--- src/rtl/bf16_cvt_pkg.sv ---
package bf16_cvt_pkg;
  localparam int EXP_W      = 8;
  localparam int SRC_FRAC_W = 23;
  localparam int DST_FRAC_W = 7;
  localparam int SRC_W      = 1 + EXP_W + SRC_FRAC_W;
  localparam int DST_W      = 1 + EXP_W + DST_FRAC_W;
  localparam int DROP_W     = SRC_FRAC_W - DST_FRAC_W;

  typedef struct packed {
    logic special;  // exponent all ones: Inf or NaN
    logic low_nz;   // any discarded bit set
  } cvt_class_t;
endpackage

--- src/rtl/bf16_classify.sv ---
module bf16_classify #(
  parameter int EXP_W      = 8,
  parameter int SRC_FRAC_W = 23,
  parameter int DROP_W     = 16,
  localparam int SRC_W     = 1 + EXP_W + SRC_FRAC_W
) (
  input  logic [SRC_W-1:0]          word,
  output bf16_cvt_pkg::cvt_class_t  cls
);
  logic [EXP_W-1:0]  exp_field;
  logic [DROP_W-1:0] low_field;

  always_comb begin
    exp_field   = word[SRC_W-2 -: EXP_W];
    low_field   = word[DROP_W-1:0];
    cls.special = &exp_field;
    cls.low_nz  = |low_field;
  end
endmodule

--- src/rtl/bf16_round.sv ---
module bf16_round #(
  parameter int EXP_W      = 8,
  parameter int SRC_FRAC_W = 23,
  parameter int DST_FRAC_W = 7,
  localparam int SRC_W     = 1 + EXP_W + SRC_FRAC_W,
  localparam int DST_W     = 1 + EXP_W + DST_FRAC_W,
  localparam int DROP_W    = SRC_FRAC_W - DST_FRAC_W
) (
  input  logic [SRC_W-1:0]         word,
  input  bf16_cvt_pkg::cvt_class_t cls,
  output logic [DST_W-1:0]         result
);
  localparam logic [SRC_W-1:0] HALF_LESS_ONE = (SRC_W'(1) << (DROP_W - 1)) - SRC_W'(1);

  logic [SRC_W-1:0] odd_bump;
  logic [SRC_W-1:0] rounded;
  logic [SRC_W-1:0] nan_marked;

  always_comb begin
    // kept LSB added on top of half-minus-one turns a tie into round-up only when odd
    odd_bump   = {{(SRC_W-1){1'b0}}, word[DROP_W]};
    rounded    = word + HALF_LESS_ONE + odd_bump;
    nan_marked = word | ({{(SRC_W-1){1'b0}}, cls.low_nz} << DROP_W);
    result     = cls.special ? nan_marked[SRC_W-1:DROP_W] : rounded[SRC_W-1:DROP_W];
  end
endmodule

--- src/rtl/bf16_pipe_reg.sv ---
module bf16_pipe_reg #(
  parameter int WIDTH = 16
) (
  input  logic             clk,
  input  logic             rst,
  input  logic             in_valid,
  output logic             in_ready,
  input  logic [WIDTH-1:0] in_data,
  output logic             out_valid,
  input  logic             out_ready,
  output logic [WIDTH-1:0] out_data
);
  logic             full_q;
  logic [WIDTH-1:0] data_q;
  logic             take;

  always_comb begin
    in_ready = out_ready || !full_q;
    take     = in_valid && in_ready;
  end

  always_ff @(posedge clk) begin
    if (rst) begin
      full_q <= 1'b0;
    end else if (take) begin
      full_q <= 1'b1;
    end else if (out_ready) begin
      full_q <= 1'b0;
    end
  end

  always_ff @(posedge clk) begin
    if (take) begin
      data_q <= in_data;
    end
  end

  assign out_valid = full_q;
  assign out_data  = data_q;

  // an accepted word is presented after the edge
  a_r8_accept_shows: assert property (@(posedge clk) disable iff (rst)
    (in_valid && in_ready) |=> out_valid);

  // a drained stage with nothing new empties
  a_r8_drain_empties: assert property (@(posedge clk) disable iff (rst)
    (out_valid && out_ready && !in_valid) |=> !out_valid);

  // stalled output keeps valid and data
  a_r9_stall_hold: assert property (@(posedge clk) disable iff (rst)
    (out_valid && !out_ready) |=> (out_valid && $stable(out_data)));
endmodule

--- src/rtl/f32_to_bf16_conv.sv ---
module f32_to_bf16_conv #(
  parameter int EXP_W      = bf16_cvt_pkg::EXP_W,
  parameter int SRC_FRAC_W = bf16_cvt_pkg::SRC_FRAC_W,
  parameter int DST_FRAC_W = bf16_cvt_pkg::DST_FRAC_W,
  localparam int SRC_W     = 1 + EXP_W + SRC_FRAC_W,
  localparam int DST_W     = 1 + EXP_W + DST_FRAC_W,
  localparam int DROP_W    = SRC_FRAC_W - DST_FRAC_W
) (
  input  logic             clk,
  input  logic             rst,
  input  logic             in_valid,
  output logic             in_ready,
  input  logic [SRC_W-1:0] in_data,
  output logic             out_valid,
  input  logic             out_ready,
  output logic [DST_W-1:0] out_data
);
  bf16_cvt_pkg::cvt_class_t cls;
  logic [DST_W-1:0]         narrow;

  bf16_classify #(
    .EXP_W      (EXP_W),
    .SRC_FRAC_W (SRC_FRAC_W),
    .DROP_W     (DROP_W)
  ) u_classify (
    .word (in_data),
    .cls  (cls)
  );

  bf16_round #(
    .EXP_W      (EXP_W),
    .SRC_FRAC_W (SRC_FRAC_W),
    .DST_FRAC_W (DST_FRAC_W)
  ) u_round (
    .word   (in_data),
    .cls    (cls),
    .result (narrow)
  );

  bf16_pipe_reg #(
    .WIDTH (DST_W)
  ) u_stage (
    .clk       (clk),
    .rst       (rst),
    .in_valid  (in_valid),
    .in_ready  (in_ready),
    .in_data   (narrow),
    .out_valid (out_valid),
    .out_ready (out_ready),
    .out_data  (out_data)
  );

  logic accept;
  logic in_all_ones;
  logic in_frac_nz;
  assign accept      = in_valid && in_ready;
  assign in_all_ones = &in_data[SRC_W-2 -: EXP_W];
  assign in_frac_nz  = |in_data[SRC_FRAC_W-1:0];

  // sign survives the conversion
  a_r7_sign_kept: assert property (@(posedge clk) disable iff (rst)
    accept |=> (out_data[DST_W-1] == $past(in_data[SRC_W-1])));

  // infinity in, same-signed infinity out
  a_r5_inf_pass: assert property (@(posedge clk) disable iff (rst)
    (accept && in_all_ones && !in_frac_nz) |=>
      (out_data[DST_W-2:0] == {{EXP_W{1'b1}}, {DST_FRAC_W{1'b0}}}));

  // NaN in, NaN out
  a_r6_nan_kept: assert property (@(posedge clk) disable iff (rst)
    (accept && in_all_ones && in_frac_nz) |=>
      ((&out_data[DST_W-2 -: EXP_W]) && (|out_data[DST_FRAC_W-1:0])));

  // quiet bit survives
  a_r6_quiet_kept: assert property (@(posedge clk) disable iff (rst)
    (accept && in_all_ones && in_data[SRC_FRAC_W-1]) |=> out_data[DST_FRAC_W-1]);
endmodule

--- config.mk ---
export PLATFORM = sky130hd
export DESIGN_NAME = f32_to_bf16_conv
export DESIGN_NICKNAME = d
export VERILOG_FILES = /design/src/rtl/bf16_cvt_pkg.sv /design/src/rtl/bf16_classify.sv /design/src/rtl/bf16_round.sv /design/src/rtl/bf16_pipe_reg.sv /design/src/rtl/f32_to_bf16_conv.sv
export SDC_FILE = /design/constraint.sdc
export NUM_CORES = 1
export LEC_CHECK = 0
export ABC_AREA = 0
export BUFFER_PORTS_ARGS = -buffer_cell sky130_fd_sc_hd__buf_2
export CORE_ASPECT_RATIO = 0.7
export CORE_MARGIN = 8
export CORE_UTILIZATION = 38
export CTS_BUF_LIST = sky130_fd_sc_hd__clkbuf_2
export DETAILED_ROUTE_END_ITERATION = 8
export PLACE_DENSITY = 0.72
export REMOVE_ABC_BUFFERS = 1
export SYNTH_ARGS = -nofsm -noshare
export SYNTH_HDL_FRONTEND = slang
export SYNTH_SLANG_ARGS = --single-unit
--- constraint.sdc ---
create_clock -name clk -period 2.67 [get_ports clk]
set_input_delay 0.4005 -clock clk [delete_from_list [all_inputs] [get_ports clk]]
set_output_delay 0.4005 -clock clk [all_outputs]
set_load 0.005 [all_outputs]
# Yosys cells after proc, flatten, opt, wreduce, memory -nomap -nowiden

Cells that the tools add are included.
Widths: inputs -> output; s select.

Register bits after elaboration: 17
Logic and storage cells: 14
Output and inout port bits: 18
Bits of input ports: 36

Muxes and demuxes: 3
Add/sub/neg operators: 2
Bitwise gates (word level): 1
Reductions and logical operators: 6

Operators by type and width:

| operator               | count |
|---|---|
| $add 32x1->32          | 1 |
| $add 32x15->32 const B | 1 |
| $or 32x17->32          | 1 |
| $mux 16                | 1 |
| $reduce_or 16->1       | 1 |
| $reduce_and 8->1       | 1 |
| $mux 1                 | 2 |
| $reduce_bool 2->1      | 1 |
| $logic_and 1x1->1      | 1 |
| $logic_not 1->1        | 1 |
| $logic_or 1x1->1       | 1 |

# Depth between registers and ports, before layout

Gate-level depths: netlist of run 1.

Depth in word-level cells: 4
Mapped depth: 5
Gate-level depth less buffers: 4

# Cells and area by module

Synthesis of run 1 repeated with hierarchy kept, for this count alone.

Cells, all modules: 74
Area, all modules: 902.1 um^2

Modules (own cells, without submodules):

| module        | seq. area each (um^2) | area each (um^2) | instances | cells each |
|---|---|---|---|---|
| bf16_pipe_reg | 500.5                 | 535.5            | 1         | 21 |
| bf16_round    | 0.0                   | 319.1            | 1         | 45 |
| bf16_classify | 0.0                   | 47.5             | 1         | 8 |

# Worst setup path before layout of run 1

OpenSTA, ideal clock, no wires.

Path kind: input to register
Start point: input in_data[20]
End point: register u_stage.data_q[11], in the netlist u_stage.out_data[11], data pin
Library setup time: 272 ps
Data arrival time: 1151 ps
Data required time: 2398 ps
Stages on the path: 4
Path buffers: 0
Setup slack: 1248 ps
Cell sequence: nand4_1 > nor2_2 > and4_1 > a41oi_1

Longest elaborated chain between the ends: 3

RTL lines:

| item                 | line                   | source |
|---|---|---|
| from (decl)          | f32_to_bf16_conv.sv:13 | `input logic [SRC_W-1:0] in_data,` |
| $add 32x15->32       | bf16_round.sv:22       | `rounded = word + HALF_LESS_ONE + odd_bump;` |
| $add 32x1->32        | bf16_round.sv:22       |  |
| $mux 16              | bf16_round.sv:24       | `result = cls.special ? nan_marked[SRC_W-1:DROP_W] : rounded[SRC_W-1:DROP_W];` |
| named net narrow[11] | f32_to_bf16_conv.sv:19 | `logic [DST_W-1:0] narrow;` |
| to (signal assigned) | bf16_pipe_reg.sv:34    | `data_q <= in_data;` |
| to (decl)            | bf16_pipe_reg.sv:14    | `logic [WIDTH-1:0] data_q;` |

The timed path passes the listed nets, and every way through them passes these cells.
A chain may end at the register's enable or synchronous reset.

# Worst setup path in the final report of run 1

Start point: register u_stage.full_q, in the netlist u_stage.out_valid
End point: register u_stage.data_q[5], in the netlist u_stage.out_data[5], enable pin

Longest elaborated chain between the ends: 3

RTL lines:

| item                   | line                | source |
|---|---|---|
| from (decl)            | bf16_pipe_reg.sv:13 | `logic full_q;` |
| from (signal assigned) | bf16_pipe_reg.sv:24 | `full_q <= 1'b0;` |
| from (signal assigned) | bf16_pipe_reg.sv:26 | `full_q <= 1'b1;` |
| from (signal assigned) | bf16_pipe_reg.sv:28 | `full_q <= 1'b0;` |
| $logic_not 1->1        | bf16_pipe_reg.sv:18 | `in_ready = out_ready \|\| !full_q;` |
| $logic_or 1x1->1       | bf16_pipe_reg.sv:18 |  |
| $logic_and 1x1->1      | bf16_pipe_reg.sv:19 | `take = in_valid && in_ready;` |
| named net u_stage.take | bf16_pipe_reg.sv:15 | `logic take;` |

The timed path passes the listed nets, and every way through them passes these cells.

==> flow_summary_export.csv, run 1 <==
group,metric,value,unit
worst_setup_path,crit_required,2.62,ns
finish,diodes,0,
floorplan,die_h,56.0,um
route,final_antenna_net_count,0,
cts,cts_setup_buffers,0,
cts,tritoncts,"done",
place,gp_congestion,0.716,
cts,clkSinkCount,17,
place,numPortBuffers,53,
timing,hold_viol,0,
pwr,power_density,433,nW/um^2
logic_synthesis,synth.top_cell.area_share,0.553,
logic_synthesis,synth.ff_latch_count,17,
global_route,grt_pass1_wl,3650,um
cts,clockBufferDepth,2,
worst_setup_path,start_kind,"flip-flop",
floorplan,core_area,2150,um^2
cts,hold_buffers,0,
global_route,grt_antenna_before_repair,0,
timing,grt_setup_unrepaired,"false",
finish,drive_gt1_frac,0.488,
route,viasPerCell,5.07,
timing,clock_skew,0.00636,ns
floorplan,initial_utilization,0.404,
worst_setup_path,crit_arrival,1.33,ns
place,dpl_worst_slack,1.02,ns
route,drt_iter0_drc,44,
logic_synthesis,yosys-top-cells-area,"edfxtp_1, xnor2_1, nand4_1, nand3_1, nor4b_4",
timing,setup_viol,0,
cts,path_clk_slew,0.16,ns
floorplan,fp-row-count,14,
floorplan,die-area,4100,um^2
route,dr.pass1.iters,4,
pwr,peakVddDrop,204,uV
route,wl,2280,um
logic_synthesis,async_flop_share,0,
pwr,p_leak,0.511,nW
logic_synthesis,yosysMostFrequentCell,"edfxtp_1",
global_route,gr-usage-all-layers,0.112,
global_route,overflow,0,
logic_synthesis,syn-instance-count,72,
logic_synthesis,yosys_warnings,0,
global_route,grt_max_degree,17,
logic_synthesis,synth_common_cells,"edfxtp_1, xnor2_1, nand3_1, nand4_1, a21oi_1",
hold_path,hold_path_class,"in2reg",
route,wl_per_cell,14.3,um
floorplan,dieWidth,73.2,um
finish,synthToLayoutAreaGrowth,36.4,%
timing,fin_crit,1.39,ns
logic_synthesis,synthDistinctLibCells,29,
logic_synthesis,ys_seq_area_frac,0.576,
timing,slew_violations,0,
timing,tightest_slew,0.703,ns
timing,worst_slack,1.28,ns
timing,setup_tns,0,ns
cts,cts_resized,0,
run,cap_violations,0,
logic_synthesis,synth_enable_flop_cells,16,
run_status,status,"finished clean",
timing,max_freq,720,MHz
global_route,grt_pass1_vias,804,
worst_setup_path,criticalPathCategory,"reg2reg",
cts,clkLatencyLatePin,0.29,ns
logic_synthesis,syn_area_per_cell,12.1,um^2
timing,fin_crit_sh,0.520,
place,place_hpwl,1910,um
worst_setup_path,cp_max_fo,16,
cts,htreeDepth,1,
cts,cts_made_buffers,3,
logic_synthesis,synth_top_cell_by_area,"edfxtp_1",
floorplan,io_pins,54,
timing,slew_headroom,0.531,
cts,clock-root-buffer,"clkbuf_2",
worst_setup_path,endpoint_kind,"flip-flop",
finish,nNetsFinal,164,
route,drc,0,
route,vias,806,
logic_synthesis,synth_ff_type,"edfxtp_1",
logic_synthesis,netlist_area,870,um^2
-- final timing paths --
kind | start | endpoint | slack (ns) | cells past startpoint
max | u_stage.out_valid | u_stage.out_data[5] | 1.28 | 2
min | rst | u_stage.out_valid | 0.23 | 2
max reg2reg | u_stage.out_valid | u_stage.out_data[5] | 1.28 | 2
min reg2reg | u_stage.out_valid | u_stage.out_valid | 0.53 | 2
-- metal layers --
layer / GRT usage / part of all wire / up-vias
li1: - / - / 395
met1: 0.117 / 0.37 / 370
met2: 0.194 / 0.53 / 39
met3: 0.0414 / 0.094 / 2
met4: 0.0483 / 0.0092 / 0
met5: 0 / 0 / -
-- where the power goes --
part	internal (mW)	leakage [nW]	switching [mW]	total (mW)
registers	0.312	0.163	0.00340	0.315
logic	0.0436	0.331	0.0435	0.0871
clock network	0.0339	0.0164	0.0780	0.112
-- sequential cells by signal (all words and copies together), names as in the netlist --
| name | count |
|---|---|
| u_stage.out_data | 16 |
| u_stage.out_valid | 1 |
-- worst max-delay path, cell delays in order, from the launching register on --
cell	delay (ns)
dfxtp_1	0.34
nand2b_1	0.10
and2_1	0.59
-- layout make-up --
| cell class | count | area (um^2) |
|---|---|---|
| Fill cell | 206 | 968 |
| Tap cell | 32 | 40.0 |
| Clock inverter | 1 | 5.00 |
| Inverter | 3 | 11.3 |
| Sequential cell | 17 | 500 |
| Timing Repair Buffer | 53 | 265 |
| Multi-Input combinational cell | 50 | 349 |
| Clock buffer | 3 | 15.0 |
-- metrics by stage --
step                      std cells  hold slack (ns)  total power [mW]  area (um^2)   util
after floorplan                  70            0.470             0.352          861      -
after global routing            159            0.209             0.542         1190  0.551
final                           159            0.229             0.514         1190  0.551
after detailed placement        155            0.513             0.409         1170  0.541
after global placement          155            0.482             0.406         1170  0.541
after CTS                       159            0.217             0.520         1190  0.551
-- cell families (layout without fill, tap and decap cells) --
logic type | count (synthesis) | count (layout) | share of synthesized area
flip-flops | 17 | 17 | 0.576
AO/OA/AOI/OAI | 15 | 15 | 0.111
XOR/XNOR | 6 | 6 | 0.0604
buffers and inverters | 5 | 60 | 0.0230
AND/OR/NAND/NOR | 29 | 29 | 0.230
-- placed cells by master (no fill, tap or decap), types with 2 or more instances in the layout --
cell type and n:
a21oi_1 4, a31oi_1 2, and2_1 2, and3_1 3, and4_1 2, buf_2 53
clkbuf_2 3, edfxtp_1 16, inv_1 3, nand3_1 5, nand4_1 5, nor4_1 3
o21a_1 3, o21ai_0 2, xnor2_1 6
Power figures use the tool's default switching activity.
==> run 2: changes to the inputs <==
clock period = 1.4 ns   (was 2.67 ns; I/O delays follow)
==> flow_summary_export.csv, run 2 (synthesis results as in run 1) <==
group,metric,value,unit
worst_setup_path,ff2ff_setup_slack,0.23,ns
timing,fin_crit,1.17,ns
place,dpl_worst_slack,0.0187,ns
floorplan,core_area,2150,um^2
route,wl_per_cell,13.4,um
cts,path_clk_slew,0.15,ns
timing,slew_headroom,0.759,
worst_setup_path,crit_required,1.37,ns
finish,drive_gt1_frac,0.522,
pwr,p_leak,0.547,nW
hold_path,hold_depth,2,
floorplan,io_pins,54,
route,drc,0,
finish,seq_area,500,um^2
global_route,grt_pass1_vias,821,
cts,cts_setup_buffers,0,
route,wl_met1,861,um
route,met3WireLength,167,um
timing,hold_viol,0,
timing,tightest_slew,0.361,ns
worst_setup_path,crit_arrival,1.13,ns
cts,tritoncts,"done",
timing,setup_viol,0,
run_status,status,"finished clean",
cts,cts_made_buffers,3,
timing,hold-worst-slack,0.0564,ns
timing,grt_setup_unrepaired,"false",
worst_setup_path,reg2reg_to,"u_stage.out_data[12]",
cts,clock-root-buffer,"clkbuf_2",
global_route,grt_antenna_before_repair,0,
run,cap_violations,0,
worst_setup_path,criticalPathCategory,"reg2reg",
timing,fin_crit_sh,0.833,
floorplan,initial_utilization,0.404,
route,viasPerCell,4.90,
finish,multi_input_area,350,um^2
timing,clock_skew,0.00476,ns
floorplan,die-area,4100,um^2
finish,layout_commonest_cell,"buf_2",
finish,nNetsFinal,171,
timing,worst_slack,0.234,ns
place,numPortBuffers,53,
timing,slew_violations,0,
finish,largest_reg_flops,16,
place,place_hpwl,1840,um
worst_setup_path,r2r_start,"u_stage.out_valid",
worst_setup_path,start_kind,"flip-flop",
worst_setup_path,reg2reg_depth,2,
cts,htreeDepth,1,
pwr,peakVddDrop,327,uV
route,highest_layer,"met4",
global_route,gr-usage-all-layers,0.107,
cts,clkLatencyLatePin,0.28,ns
hold_path,hold_path_class,"in2reg",
global_route,grt_pass1_wl,3510,um
finish,synthToLayoutAreaGrowth,42.6,%
worst_setup_path,cp_max_fo,16,
route,final_antenna_net_count,0,
route,vias,814,
hold_path,hp-start,"rst",
cts,clkSinkCount,17,
timing,setup_tns,0,ns
floorplan,fp-row-count,14,
hold_path,min_delay_worst_endpoint,"u_stage.out_valid",
floorplan,die_h,56.0,um
timing,max_freq,858,MHz
route,dr.pass1.iters,4,
worst_setup_path,endpoint_kind,"flip-flop",
route,dr_wl_met2,1140,um
route,drt_iter0_drc,22,
pwr,power_density,800,nW/um^2
route,wl,2220,um
place,gp_congestion,0.719,
cts,clockBufferDepth,2,
floorplan,dieWidth,73.2,um
finish,diodes,0,
global_route,overflow,0,
global_route,grt_max_degree,17,
finish,layout_common_cells,"buf_2, edfxtp_1, buf_4, xnor2_1",
finish,fillers,204,
run 2: how the worst max path moves through the flow:
stage | startpoint | endpoint | slack, ns
after floorplan | u_stage.out_valid | u_stage.out_data[0] | 0.15
after global placement | out_ready | u_stage.out_data[2] | 0.06
after detailed placement | out_ready | u_stage.out_data[2] | 0.02
after CTS | u_stage.out_valid | u_stage.out_data[2] | 0.03
after global routing | u_stage.out_valid | u_stage.out_data[14] | 0.19
final | u_stage.out_valid | u_stage.out_data[12] | 0.23
run 2: cell type report:
| type | instances | area share |
|---|---|---|
| Tap cell | 32 | 0.0323 |
| Inverter | 3 | 0.00908 |
| Clock buffer | 4 | 0.0161 |
| Multi-Input combinational cell | 50 | 0.283 |
| Sequential cell | 17 | 0.404 |
| Timing Repair Buffer | 60 | 0.256 |
run 2: stage by stage:
step | power, mW | instance area (um^2) | utilization | cells
3_3_place_gp | 0.782 | 1220 | 0.566 | 162
3_5_place_dp | 0.787 | 1220 | 0.566 | 162
2_1_floorplan | 0.672 | 861 | - | 70
4_1_cts | 1.00 | 1240 | 0.575 | 166
6_report | 0.992 | 1240 | 0.575 | 166
5_1_grt | 1.05 | 1240 | 0.575 | 166
run 2: power breakdown:
part	total [mW]	switching, mW	leakage, nW	internal, mW
combinational	0.175	0.0836	0.368	0.0910
clock	0.217	0.141	0.0166	0.0758
sequential	0.600	0.00575	0.163	0.594
run 2: timing repair:
item	in CTS	in global routing
hold buffers	0	0
gates resized for setup	0	1
endpoints found under the hold margin	0	0
endpoints found under the setup margin	0	16
run 2: layer usage:
layer  track usage  up-vias
li1              -      407
met3        0.0324        6
met2         0.197       26
met1         0.107      375
met5             0        -
met4        0.0483        0
run 2: critical path: stages, from the launching register on:
cell and delay (ns):
dfxtp_1 0.34, nand2b_1 0.12, and2_2 0.39
==> run 3: changes to the inputs <==
clock period = 1.2 ns   (was 1.4 ns; I/O delays follow)
==> flow_summary_export.csv, run 3 (synthesis results as in run 1) <==
group,metric,value,unit
finish,nNetsFinal,182,
global_route,gr-usage-all-layers,0.109,
worst_setup_path,crit_required,1.17,ns
cts,clockBufferDepth,2,
timing,max_freq,876,MHz
finish,final_util,0.615,
finish,multi_input_area,350,um^2
pwr,p_int,0.909,mW
floorplan,initial_utilization,0.404,
worst_setup_path,ff2ff_setup_slack,0.06,ns
pwr,comb_power_share,0.193,
floorplan,die_h,56.0,um
pwr,p_leak,0.600,nW
pwr,power_density,895,nW/um^2
timing,fin_crit,1.14,ns
pwr,p_clk_frac,0.217,
global_route,grt_max_degree,17,
timing,hold-worst-slack,0.0553,ns
global_route,grt_pass1_wl,3590,um
finish,drive_gt1_frac,0.552,
route,final_antenna_net_count,0,
floorplan,io_pins,54,
timing,slew_violations,0,
pwr,p_sw,0.278,mW
run_status,status,"finished clean",
timing,fin_crit_sh,0.951,
run,cap_violations,0,
worst_setup_path,path_cells,"nand2b_1, and2_2",
worst_setup_path,start_kind,"flip-flop",
place,gp_congestion,0.722,
finish,stdcell_count,177,
cts,tritoncts,"done",
global_route,overflow,0,
worst_setup_path,r2r_start,"u_stage.out_valid",
pwr,finalPower,1.19,mW
timing,slew_headroom,0.762,
cts,cts_setup_buffers,0,
floorplan,fp-row-count,14,
timing,grt_setup_unrepaired,"false",
worst_setup_path,endpoint_kind,"flip-flop",
pwr,p_seq_frac,0.590,
finish,layout_common_cells,"buf_2, buf_4, edfxtp_1, xnor2_1",
finish,synthToLayoutAreaGrowth,52.4,%
worst_setup_path,startpoint,"u_stage.out_valid",
worst_setup_path,cp_max_fo,16,
floorplan,core_area,2150,um^2
floorplan,die-area,4100,um^2
finish,largest_reg_flops,16,
timing,clock_skew,0.00832,ns
pwr,swShare,0.234,
floorplan,dieWidth,73.2,um
hold_path,hold_path_class,"in2reg",
global_route,grt_pass1_vias,837,
route,drc,0,
finish,layout_commonest_cell,"buf_2",
cts,cts_made_buffers,3,
route,vias,853,
finish,seq_area,500,um^2
cts,clkSinkCount,17,
route,wl_per_cell,12.9,um
timing,setup_viol,0,
worst_setup_path,reg2reg_to,"u_stage.out_data[4]",
place,placedCellCount,172,
place,numPortBuffers,53,
timing,tightest_slew,0.356,ns
worst_setup_path,criticalPathCategory,"reg2reg",
cts,clock-root-buffer,"clkbuf_2",
timing,setup_tns,0,ns
cts,htreeDepth,1,
global_route,grt_antenna_before_repair,0,
timing,hold_viol,0,
worst_setup_path,endpoint,"u_stage.out_data[4]",
route,viasPerCell,4.82,
pwr,peakVddDrop,421,uV
worst_setup_path,critPathSlowestCell,"and2_2",
route,drt_iter0_drc,28,
cts,path_clk_slew,0.16,ns
finish,diodes,0,
cts,clkLatencyLatePin,0.28,ns
finish,fillers,187,
worst_setup_path,crit_arrival,1.11,ns
worst_setup_path,cpPeakStageDelay,0.38,ns
worst_setup_path,reg2reg_depth,2,
route,wl,2290,um
route,dr.pass1.iters,4,
## run 3: cell count changes in the layout (fill, tap and decap cells not counted)
| cell | change |
|---|---|
| dlygate4sd3_1 | +1 |
| buf_4 | +10 |
## run 3: worst min path at each step
stage                     slack (ns)                    to  depth (start not counted)         from
after global routing            0.02  u_stage.out_data[15]                          1  in_data[31]
after floorplan                 0.25     u_stage.out_valid                          1          rst
after CTS                       0.02     u_stage.out_valid                          2          rst
after detailed placement        0.34     u_stage.out_valid                          2          rst
after global placement          0.33     u_stage.out_valid                          2          rst
final                           0.06  u_stage.out_data[15]                          1  in_data[31]
## run 3: worst max-delay path: cells and delay by family, from the launching register on
family,cells,cell delay (ns)
simple gates,2,0.48
flops,1,0.34
## run 3: metal layers
metal	vias to the layer above	global-route usage	wire, um	part of all wire
met4	0	0.0511	14	0.0061
met2	41	0.202	1180	0.52
li1	433	-	-	-
met3	2	0.0360	240	0.10
met1	377	0.104	856	0.37
met5	-	0	0	0
## run 3: repair_timing
item / in CTS / in global routing
gates resized for setup: 1 / 0
endpoints found under the hold margin: 0 / 1
hold buffers: 0 / 1
setup endpoints to repair: 16 / 0
## run 3: cell type report
type                    instances  area share
repair buffers                 71       0.304
inverters                       3     0.00850
multi-input cells              50       0.264
clock buffers                   4      0.0151
well taps                      32      0.0302
flip-flops and latches         17       0.378
## run 3: power groups by stage
stage                     Sequential (mW)  Combinational [mW]  Clock, mW
final                               0.701               0.228      0.258
after global routing                0.704               0.250      0.294
after CTS                           0.701               0.228      0.261
after detailed placement            0.715               0.226          0
after global placement              0.715               0.221          0
after floorplan                     0.722              0.0620          0
## run 3: per-stage QoR
step	setup WS, ns	cell area, um^2
after floorplan	-0.0488	861
after global placement	-0.120	1290
after detailed placement	-0.162	1290
after CTS	0.0605	1320
after global routing	0.0103	1330
final	0.0586	1330
